**config.mk**
```make
export PLATFORM = sky130hd
export DESIGN_NAME = crtc_shadow_regs
export DESIGN_NICKNAME = d
export VERILOG_FILES = /design/src/rtl/crtc_shadow_pkg.sv /design/src/rtl/crtc_idx_decode.sv /design/src/rtl/crtc_retrace_regs.sv /design/src/rtl/crtc_lpen_latch.sv /design/src/rtl/crtc_shadow_regs.sv
export SDC_FILE = /design/constraint.sdc
export NUM_CORES = 1
export LEC_CHECK = 0
export BUFFER_PORTS_ARGS = -buffer_cell sky130_fd_sc_hd__buf_2
export CORE_MARGIN = 4
export CORE_UTILIZATION = 40
export DETAILED_ROUTE_END_ITERATION = 10
export HOLD_SLACK_MARGIN = 0.08
export SKIP_LAST_GASP = 1
export SLEW_MARGIN = 20
export SYNTH_ARGS = -nofsm -noshare
export SYNTH_HDL_FRONTEND = slang
export SYNTH_SLANG_ARGS = --single-unit
```
**constraint.sdc**
```tcl
create_clock -name clk -period 5.2 [get_ports clk]
set_input_delay 0.52 -clock clk [delete_from_list [all_inputs] [get_ports clk]]
set_output_delay 0.52 -clock clk [all_outputs]
set_load 0.01 [all_outputs]
```
**src/rtl/crtc_shadow_pkg.sv**
```systemverilog
package crtc_shadow_pkg;

   localparam logic [7:0] STD_IX_VRS = 8'h10;
   localparam logic [7:0] STD_IX_VRE = 8'h11;
   localparam logic [7:0] EXT_IX_REV0 = 8'h8E;
   localparam logic [7:0] EXT_IX_REV1 = 8'h8F;
   localparam logic [7:0] EXT_IX_VRS = 8'h90;
   localparam logic [7:0] EXT_IX_VRE = 8'h91;
   localparam logic [7:0] EXT_IX_LPH = 8'h92;
   localparam logic [7:0] EXT_IX_LPL = 8'h93;

   // one-hot decode of both index spaces
   typedef struct packed {
      logic std_vrs;
      logic std_vre;
      logic ext_rev0;
      logic ext_rev1;
      logic ext_vrs;
      logic ext_vre;
      logic ext_lph;
      logic ext_lpl;
   } idx_sel_t;

   // retrace end / interrupt control byte layout
   typedef struct packed {
      logic       test_hi;
      logic       test_lo;
      logic       vint_dis;
      logic       vint_clr_n;
      logic [3:0] vend;
   } vre_t;

endpackage

```
**src/rtl/crtc_idx_decode.sv**
```systemverilog
module crtc_idx_decode
   import crtc_shadow_pkg::*;
#(
   parameter int DW = 8
) (
   input  logic          clk,
   input  logic          rst_n,
   input  logic [DW-1:0] wdata,
   input  logic          std_idx_we,
   input  logic          ext_idx_we,
   output logic [DW-1:0] std_idx,
   output logic [DW-1:0] ext_idx,
   output idx_sel_t      sel
);

   logic [DW-1:0] std_idx_q;
   logic [DW-1:0] ext_idx_q;

   always_ff @(posedge clk) begin
      if (!rst_n) begin
         std_idx_q <= '0;
         ext_idx_q <= '0;
      end else begin
         if (std_idx_we) std_idx_q <= wdata;
         if (ext_idx_we) ext_idx_q <= wdata;
      end
   end

   always_comb begin
      sel          = '0;
      sel.std_vrs  = (std_idx_q == STD_IX_VRS);
      sel.std_vre  = (std_idx_q == STD_IX_VRE);
      sel.ext_rev0 = (ext_idx_q == EXT_IX_REV0);
      sel.ext_rev1 = (ext_idx_q == EXT_IX_REV1);
      sel.ext_vrs  = (ext_idx_q == EXT_IX_VRS);
      sel.ext_vre  = (ext_idx_q == EXT_IX_VRE);
      sel.ext_lph  = (ext_idx_q == EXT_IX_LPH);
      sel.ext_lpl  = (ext_idx_q == EXT_IX_LPL);
   end

   assign std_idx = std_idx_q;
   assign ext_idx = ext_idx_q;

endmodule

```
**src/rtl/crtc_retrace_regs.sv**
```systemverilog
module crtc_retrace_regs
   import crtc_shadow_pkg::*;
#(
   parameter int          DW        = 8,
   parameter logic [7:0]  VRE_RESET = 8'h20
) (
   input  logic          clk,
   input  logic          rst_n,
   input  logic [DW-1:0] wdata,
   input  logic          ld_vrs,
   input  logic          ld_vre,
   output logic [DW-1:0] vrs_q,
   output vre_t          vre_q
);

   always_ff @(posedge clk) begin
      if (!rst_n) begin
         vrs_q <= '0;
         vre_q <= vre_t'(VRE_RESET);
      end else begin
         if (ld_vrs) vrs_q <= wdata;
         if (ld_vre) vre_q <= vre_t'(wdata);
      end
   end

endmodule

```
**src/rtl/crtc_lpen_latch.sv**
```systemverilog
module crtc_lpen_latch #(
   parameter int DW          = 8,
   parameter int AW          = 16,
   parameter int NARROW_AW   = 14,
   parameter int SYNC_STAGES = 2
) (
   input  logic          clk,
   input  logic          rst_n,
   input  logic          strobe,
   input  logic          clr,
   input  logic          narrow,
   input  logic [AW-1:0] mem_addr,
   input  logic          wr_hi,
   input  logic          wr_lo,
   input  logic [DW-1:0] wdata,
   output logic [AW-1:0] addr_q,
   output logic          full_q,
   output logic          cap
);

   logic [SYNC_STAGES-1:0] sync_q;
   logic                   prev_q;
   logic                   rise;
   logic [AW-1:0]          cap_addr;

   generate
      if (SYNC_STAGES == 1) begin : g_sync1
         always_ff @(posedge clk) begin
            if (!rst_n) sync_q <= '0;
            else        sync_q <= strobe;
         end
      end else begin : g_syncn
         always_ff @(posedge clk) begin
            if (!rst_n) sync_q <= '0;
            else        sync_q <= {sync_q[SYNC_STAGES-2:0], strobe};
         end
      end

      if (NARROW_AW < AW) begin : g_mask
         assign cap_addr = narrow ? {{(AW-NARROW_AW){1'b0}}, mem_addr[NARROW_AW-1:0]}
                                  : mem_addr;
      end else begin : g_nomask
         logic unused_narrow;
         assign unused_narrow = narrow;
         assign cap_addr      = mem_addr;
      end
   endgenerate

   always_ff @(posedge clk) begin
      if (!rst_n) prev_q <= 1'b0;
      else        prev_q <= sync_q[SYNC_STAGES-1];
   end

   assign rise = sync_q[SYNC_STAGES-1] & ~prev_q;
   assign cap  = rise & ~full_q;

   always_ff @(posedge clk) begin
      if (!rst_n) begin
         full_q <= 1'b0;
         addr_q <= '0;
      end else begin
         if (cap)      full_q <= 1'b1;
         else if (clr) full_q <= 1'b0;
         if (cap) begin
            addr_q <= cap_addr;
         end else begin
            if (wr_hi) addr_q[AW-1:DW] <= wdata;
            if (wr_lo) addr_q[DW-1:0]  <= wdata;
         end
      end
   end

endmodule

```
**src/rtl/crtc_shadow_regs.sv**
```systemverilog
module crtc_shadow_regs
   import crtc_shadow_pkg::*;
#(
   parameter int         DW          = 8,
   parameter int         AW          = 16,
   parameter int         NARROW_AW   = 14,
   parameter int         SYNC_STAGES = 2,
   parameter logic [7:0] REV_VALUE   = 8'hAF,
   parameter logic [7:0] VRE_RESET   = 8'h20
) (
   input  logic          clk,
   input  logic          rst_n,
   input  logic [DW-1:0] wdata,
   input  logic          std_idx_we,
   input  logic          std_data_we,
   input  logic          ext_idx_we,
   input  logic          ext_data_we,
   output logic [DW-1:0] std_rdata,
   output logic [DW-1:0] ext_rdata,
   input  logic          lpen_strobe,
   input  logic          lpen_clr,
   input  logic          narrow_mode,
   input  logic [AW-1:0] mem_addr,
   output logic          lpen_full,
   output logic [DW-1:0] vrs_out,
   output logic [DW-1:0] vre_out
);

   localparam int HI_W = AW - DW;

   generate
      if (DW != 8) begin : g_bad_dw
         $error("crtc_shadow_regs: DW must be 8");
      end
      if (AW != 2 * DW) begin : g_bad_aw
         $error("crtc_shadow_regs: AW must be twice DW");
      end
      if (NARROW_AW < 1 || NARROW_AW > AW) begin : g_bad_naw
         $error("crtc_shadow_regs: NARROW_AW out of range");
      end
      if (SYNC_STAGES < 1) begin : g_bad_sync
         $error("crtc_shadow_regs: SYNC_STAGES must be at least 1");
      end
   endgenerate

   idx_sel_t      sel;
   logic [DW-1:0] std_idx;
   logic [DW-1:0] ext_idx;
   logic [DW-1:0] vrs_q;
   vre_t          vre_q;
   logic [AW-1:0] lpen_q;
   logic          lpen_cap;
   logic          ld_vrs, ld_vre, ld_lph, ld_lpl;

   crtc_idx_decode #(.DW(DW)) u_idx (
      .clk        (clk),
      .rst_n      (rst_n),
      .wdata      (wdata),
      .std_idx_we (std_idx_we),
      .ext_idx_we (ext_idx_we),
      .std_idx    (std_idx),
      .ext_idx    (ext_idx),
      .sel        (sel)
   );

   assign ld_vrs = (std_data_we & sel.std_vrs) | (ext_data_we & sel.ext_vrs);
   assign ld_vre = (std_data_we & sel.std_vre) | (ext_data_we & sel.ext_vre);
   assign ld_lph = ext_data_we & sel.ext_lph;
   assign ld_lpl = ext_data_we & sel.ext_lpl;

   crtc_retrace_regs #(.DW(DW), .VRE_RESET(VRE_RESET)) u_rtr (
      .clk    (clk),
      .rst_n  (rst_n),
      .wdata  (wdata),
      .ld_vrs (ld_vrs),
      .ld_vre (ld_vre),
      .vrs_q  (vrs_q),
      .vre_q  (vre_q)
   );

   crtc_lpen_latch #(
      .DW(DW), .AW(AW), .NARROW_AW(NARROW_AW), .SYNC_STAGES(SYNC_STAGES)
   ) u_lpen (
      .clk      (clk),
      .rst_n    (rst_n),
      .strobe   (lpen_strobe),
      .clr      (lpen_clr),
      .narrow   (narrow_mode),
      .mem_addr (mem_addr),
      .wr_hi    (ld_lph),
      .wr_lo    (ld_lpl),
      .wdata    (wdata),
      .addr_q   (lpen_q),
      .full_q   (lpen_full),
      .cap      (lpen_cap)
   );

   logic [HI_W-1:0] lpen_hi;
   logic [DW-1:0]   lpen_lo;
   assign lpen_hi = lpen_q[AW-1:DW];
   assign lpen_lo = lpen_q[DW-1:0];

   // standard space: retrace indices read back the light pen bytes
   always_comb begin
      std_rdata = '0;
      if (sel.std_vrs)      std_rdata = lpen_hi;
      else if (sel.std_vre) std_rdata = lpen_lo;
   end

   // extension space: full read-back for state save/restore
   always_comb begin
      ext_rdata = '0;
      unique case (1'b1)
         sel.ext_rev0,
         sel.ext_rev1: ext_rdata = REV_VALUE;
         sel.ext_vrs:  ext_rdata = vrs_q;
         sel.ext_vre:  ext_rdata = vre_q;
         sel.ext_lph:  ext_rdata = lpen_hi;
         sel.ext_lpl:  ext_rdata = lpen_lo;
         default:      ext_rdata = '0;
      endcase
   end

   assign vrs_out = vrs_q;
   assign vre_out = vre_q;

endmodule

```
# Yosys cells after proc, flatten, opt, wreduce, memory -nomap -nowiden
# Cells that the tools add are included.
# op_classes
mux	9
n_reduce_logical	4
eq_ne	8
bitwise_logic	12
# op_table
op	n
equality test 8 bit (second input constant)	6
case mux 8 bit (5 select lines)	1
two-way mux 16 bit	2
two-way mux 8 bit	4
equality test 8 x 5 -> 1 bit (second input constant)	2
bitwise AND 1 bit	8
nonzero test 2 bit	3
two-way mux 1 bit	2
NOT 1 bit	2
OR 1 bit	2
OR reduction 2 bit	1
# word_totals
input_bits	33
output_inout_bits	33
ff_bits	52
wordCells	46

# Depth between registers and ports, before layout
# Gate-level depths: netlist (run 1).
# depth
depth_word	4
mapped_depth	6
mapped_depth_nobuf	4

# By module
# A second synthesis (run 1) with hierarchy kept.
# hier_totals
hier_cells	263
hier_area_um2	2561.2
# modules_own_cells
mod	seq_area_each_um2	cells_per_inst	instances	area_per_inst_um2
crtc_lpen_latch	400.4	85	1	883.3
crtc_idx_decode	320.3	67	1	739.5
crtc_retrace_regs	320.3	51	1	605.6
crtc_shadow_regs	0.0	60	1	332.8

# Worst setup path before layout (run 1)
# Ideal clock, no wire load.
# synth_timing
path_type	register to output
startpoint	register u_idx.ext_idx_q[0], in the netlist u_idx.ext_idx[0]
endpoint	output ext_rdata[0]
stages_incl_launch_ff	5
required_time_ns	4.680
setup_slack_ns	3.177
n_path_buf	1
arrival_ns	1.503
path_cell_list	dfxtp_1 > clkbuf_1 > mux4_2 > nand2_1 > nand2_1
# synth_between
elab_chain_len	3
word_cells_on_any_way	8
cone_classes	eq/ne: 6; mux: 1; reduce/logical: 1
# synth_lines
item	line	rtl
start, declared	crtc_idx_decode.sv:17	logic [DW-1:0] ext_idx_q;
start signal, assigned	crtc_idx_decode.sv:25	if (ext_idx_we) ext_idx_q <= wdata;
equality test 8 bit (on tied branches)	crtc_idx_decode.sv:34, crtc_idx_decode.sv:33	
OR reduction 2 bit	crtc_shadow_regs.sv:113	unique case (1'b1)
case mux 8 bit (5 select lines) *	crtc_shadow_regs.sv:113	
end, declared	crtc_shadow_regs.sv:19	output logic [DW-1:0] ext_rdata,
# Every way passes the cells marked *; elsewhere a longest branch is shown, timed or not.

# Worst setup path after layout (run 1)
# layout_timing
startpoint	register u_idx.ext_idx_q[1], in the netlist u_idx.ext_idx[1]
endpoint	output ext_rdata[7]
# Same word-level chain as after synthesis.

==> results_dict.tcl, run 1 <==
set metrics [dict create \
    yosysMostFrequentCell "nand2_1" \
    stdcell_count 396 \
    hold_depth 2 \
    portBuffers 65 \
    max-vdd-ir-drop_mv 0.109 \
    layout-drive-gt1-share_pct 29.0 \
    yosysTopAreaCellShare_pct 41.3 \
    clock_path_buffers 2 \
    leakage_nw 1.33 \
    grt_start_max_net_pins 44 \
    max_freq_mhz 368 \
    synthCells 266 \
    htreeDepth 2 \
    yosysWarnings 0 \
    r2r_end "u_lpen.addr_q[14]$_SDFFE_PN0P_" \
    first_pass_iters 6 \
    clock_latency_ns 0.30 \
    dp_hpwl_um 4920 \
    finClkSkew_ns 0.00701 \
    io_pins 66 \
    drc 0 \
    min-delay-path-class "in2reg" \
    rrSetupSlack_ns 3.14 \
    cts_tree "built" \
    grt_usage_pct 18.8 \
    cts_setup_buffers 0 \
    finalSetupViolations 0 \
    via_per_inst 5.26 \
    die_y_um 87.4 \
    cts_resized 0 \
    final_nets 353 \
    cap_violations 0 \
    relSlewSlack_pct 46.2 \
    grt_remaining_overflow 0 \
    fill_cells 588 \
    critPathLaunch "u_idx.ext_idx[1]$_SDFFE_PN0P_" \
    crit_required_ns 4.68 \
    dr.first_iter.drc_count 161 \
    row_count 28 \
    avgSynthCellArea_um2 9.48 \
    drv_slew 0 \
    synth-seq-cells 52 \
    grt_pass1_wl_um 11000 \
    antenna_left 0 \
    numCtsBuffers 5 \
    routed_wl_um 6730 \
    power_w 0.000757 \
    power.density_nw_per_um2 256 \
    rsz0062_at_grt "false" \
    diodes 0 \
    synth_area_um2 2520 \
    cts.hold.buffers_added 0 \
    worst_slew_pin_slew_ns 0.802 \
    yosysUniqueCellTypes 32 \
    clk_pin_slew_ns 0.09 \
    wl_per_cell_um 17.0 \
    synthFlopType "dfxtp_1" \
    antenna_found_initial 0 \
    coreArea_um2 6030 \
    tns_ns 0 \
    crit_path_max_fanout 12 \
    start_util_pct 41.8 \
    start_kind "flip-flop" \
    dieArea_um2 7640 \
    die_x_um 87.4 \
    syn_nets 299 \
    period_minus_slack_ns 2.72 \
    area_delta_synth_final_pct 17.4 \
    synthArstFlopShare_pct 0 \
    period_share_pct 52.3 \
    critPathKind "reg2out" \
    dp_slack_ns 2.66 \
    place_congestion 0.761 \
    clockRootBuffer "clkbuf_8" \
    synth_edf_count 0 \
    synth_area_leader_cell "dfxtp_1" \
    ys_top_cells_by_area "dfxtp_1, mux2i_1, nand2_1" \
    clock_sinks 52 \
    vias 2082 \
    status "complete, no violations" \
    fin_util_pct 49.1 \
    dp.cells 388 \
    crit_path_end_kind "primary output" \
    layout_setup_ws_ns 2.48 \
    r2r_start "u_idx.ext_idx[1]$_SDFFE_PN0P_" \
    ff2ff_path_depth 4 \
    critPathCapture "ext_rdata[7]" \
    grt_pass1_vias 2002 \
    yosysSeqAreaShare_pct 41.3 \
    synth_common_cells "nand2_1, dfxtp_1, mux2i_1" \
    hold_viol 0 \
    crit_arrival_ns 2.20 \
]
## cell type report
| type | instances | area (um^2) | share of cell area [%] |
|---|---|---|---|
| Sequential cell | 52 | 1040 | 35.2 |
| Inverter | 2 | 7.51 | 0.254 |
| Clock buffer | 8 | 90.1 | 3.04 |
| Tap cell | 75 | 93.8 | 3.17 |
| Multi-Input combinational cell | 193 | 1390 | 47.1 |
| Timing Repair Buffer | 66 | 333 | 11.2 |
## metal layers
metal	track usage [%]	share of wire, %	vias to the layer above
met3	3.31	5.7	2
met1	28.9	49	979
li1	-	-	1044
met4	3.77	0.40	0
met5	0	0	-
met2	27.2	44	57
## registers in the layout (all words and copies together), names as in the netlist
name,cells
u_rtr.vrs_q,8
u_lpen.full_q,1
u_lpen.sync_q,2
u_idx.std_idx,8
u_lpen.addr_q,16
u_rtr.vre_q,8
u_idx.ext_idx,8
u_lpen.prev_q,1
## where the power goes
group | switching, W | internal, W
combinational | 0.0000469 | 0.0000406
clock | 0.000131 | 0.000109
sequential | 0.0000160 | 0.000414
## worst max-delay path: stages (launching register included)
cell	delay, ns
dfxtp_1	0.71
inv_1	0.22
or4_1	0.72
nand2_1	0.11
buf_2	0.13
## cell families (layout without fill, tap and decap cells)
group / after synthesis / after routing / synth area share [%]
AOI/OAI and AO/OA: 22 / 22 / 7.39
buffers and inverters: 21 / 76 / 3.42
DFF: 52 / 52 / 41.3
muxes: 54 / 54 / 25.7
and+or+nand+nor: 117 / 117 / 22.2
## worst min-delay path by stage
stage | start | to | slack (ns)
2_1_floorplan | u_lpen.sync_q[0]$_SDFF_PN0_ | u_lpen.sync_q[1]$_SDFF_PN0_ | 0.41
3_3_place_gp | u_lpen.sync_q[0]$_SDFF_PN0_ | u_lpen.sync_q[1]$_SDFF_PN0_ | 0.44
3_5_place_dp | u_lpen.sync_q[0]$_SDFF_PN0_ | u_lpen.sync_q[1]$_SDFF_PN0_ | 0.43
4_1_cts | lpen_strobe | u_lpen.sync_q[0]$_SDFF_PN0_ | 0.41
5_1_grt | lpen_strobe | u_lpen.sync_q[0]$_SDFF_PN0_ | 0.45
6_report | lpen_strobe | u_lpen.sync_q[0]$_SDFF_PN0_ | 0.42
## through the flow
stage	hold WS [ns]	instance area [um^2]
5_1_grt	0.451	2960
3_3_place_gp	0.441	2870
2_1_floorplan	0.412	2520
3_5_place_dp	0.430	2870
6_report	0.421	2960
4_1_cts	0.411	2960
## cells in the final DEF (no fill, tap or decap), types with 2 or more instances in the layout
cell      synthesis  final
clkbuf_1         11      2
a221oi_1          2      2
a311oi_1          6      6
mux4_2            8      8
nor3_1           11     11
dfxtp_1          52     52
mux2_2            6      6
buf_2             6     65
mux2i_1          40     40
o21ai_0           2      2
and2_1           10     10
nand2_1          63     63
clkbuf_8          0      6
a22o_1            9      9
nor2_1           21     21
No activity file was read; power rests on OpenSTA's default activity.
==> run 2: changes to the inputs <==
clock period = 2.83 ns   (was 5.2 ns; I/O delays follow)
==> results_dict.tcl, run 2 (synthesis gave the netlist of run 1 again) <==
set metrics [dict create \
    area_delta_synth_final_pct 19.4 \
    switchingPower_w 0.000361 \
    hold_viol 0 \
    regMostFlops "u_lpen.addr_q" \
    period_share_pct 87.5 \
    place_congestion 0.713 \
    crit_path_end_kind "primary output" \
    clock_sinks 52 \
    numCtsBuffers 5 \
    crit_required_ns 2.55 \
    worst_slew_pin_slew_ns 0.819 \
    max_freq_mhz 404 \
    cts_tree "built" \
    clock_path_buffers 2 \
    routed_wl_um 6700 \
    clockRootBuffer "clkbuf_8" \
    tns_ns 0 \
    grt_pass1_wl_um 10600 \
    pwr-share-comb_pct 10.7 \
    layout_commonest_cell "buf_2" \
    pwr-share-seq_pct 52.3 \
    start_kind "flip-flop" \
    cap_violations 0 \
    period_minus_slack_ns 2.48 \
    crit_path_max_fanout 12 \
    largest_reg_flops 16 \
    p_sw_share_pct 23.9 \
    critPathKind "reg2out" \
    grt_pass1_vias 2000 \
    rrSetupSlack_ns 0.79 \
    layout_setup_ws_ns 0.354 \
    drv_slew 0 \
    final_nets 355 \
    dp_hpwl_um 4940 \
    grt_usage_pct 18.1 \
    clock_latency_ns 0.30 \
    first_pass_iters 4 \
    cts_resized 0 \
    grt_remaining_overflow 0 \
    vias 2103 \
    coreArea_um2 6030 \
    portBuffers 65 \
    diodes 0 \
    power_w 0.00151 \
    finalSetupViolations 0 \
    cts_setup_buffers 0 \
    max-vdd-ir-drop_mv 0.271 \
    pwr-share-clk_pct 37.0 \
    io_pins 66 \
    leakage_nw 1.36 \
    htreeDepth 2 \
    rsz0062_at_grt "false" \
    dr.first_iter.drc_count 100 \
    cts.hold.buffers_added 0 \
    status "complete, no violations" \
    layout-drive-gt1-share_pct 30.0 \
    wl_per_cell_um 16.8 \
    layout_common_cells "buf_2, nand2_1, dfxtp_1" \
    antenna_found_initial 0 \
    power.density_nw_per_um2 501 \
    antenna_left 0 \
    crit_arrival_ns 2.19 \
    drc 0 \
    holdWs_ns 0.181 \
    grt_start_max_net_pins 43 \
    stdcell_count 398 \
    die_y_um 87.4 \
    dp_slack_ns 0.684 \
    min-delay-path-class "in2reg" \
    row_count 28 \
    die_x_um 87.4 \
    dieArea_um2 7640 \
    dp.cells 390 \
    start_util_pct 41.8 \
    p_int_w 0.00115 \
    finClkSkew_ns 0.0142 \
    clk_pin_slew_ns 0.09 \
    relSlewSlack_pct 45.0 \
    via_per_inst 5.28 \
]
## run 2: changes by cell type in the layout (fill, tap and decap cells not counted)
cell       before  now
buf_4           1    3
clkbuf_1        2    0
bufinv_16       0    1
clkbuf_8        6    7
## run 2: critical path: stages (launching register included)
cell and delay (ns):
dfxtp_1 0.70, inv_1 0.23, or4_1 0.72, nand2_1 0.11
buf_2 0.13
## run 2: worst paths after layout
check,start,to,cells past startpoint
worst max register to register,u_idx.ext_idx[1]$_SDFFE_PN0P_,u_lpen.addr_q[15]$_SDFFE_PN0P_,4
worst min-delay path,lpen_strobe,u_lpen.sync_q[0]$_SDFF_PN0_,2
worst max-delay path,u_idx.ext_idx[1]$_SDFFE_PN0P_,ext_rdata[3],4
worst min register to register,u_lpen.sync_q[0]$_SDFF_PN0_,u_lpen.sync_q[1]$_SDFF_PN0_,1
## run 2: per-stage QoR
stage                     utilization (%)  instance area, um^2
after CTS                            50.0                 3010
after global placement               47.9                 2880
final                                50.0                 3010
after detailed placement             47.9                 2880
after floorplan                         -                 2520
after global routing                 50.0                 3010
## run 2: final cells by class
class | count | area, um^2
fill | 602 | 3020
tap | 75 | 93.8
timing repair buffer | 68 | 348
sequential | 52 | 1040
clock inverter | 1 | 30.0
clock buffer | 7 | 96.3
inverter | 2 | 7.51
multi-input combinational | 193 | 1390
## run 2: layer usage
layer	vias up	GRT usage (%)	wire length, um
met1	973	27.1	3220
met2	72	27.1	2990
met3	8	2.84	417
met4	0	4.04	79
li1	1050	-	-
met5	-	0	0
## run 2: power by group through the flow
stage | Combinational (W) | Clock (W) | Sequential, W
final | 0.000162 | 0.000558 | 0.000789
after global routing | 0.000178 | 0.000605 | 0.000794
after CTS | 0.000163 | 0.000570 | 0.000789
after detailed placement | 0.000163 | 0 | 0.000806
after global placement | 0.000161 | 0 | 0.000805
after floorplan | 0.000113 | 0 | 0.000794
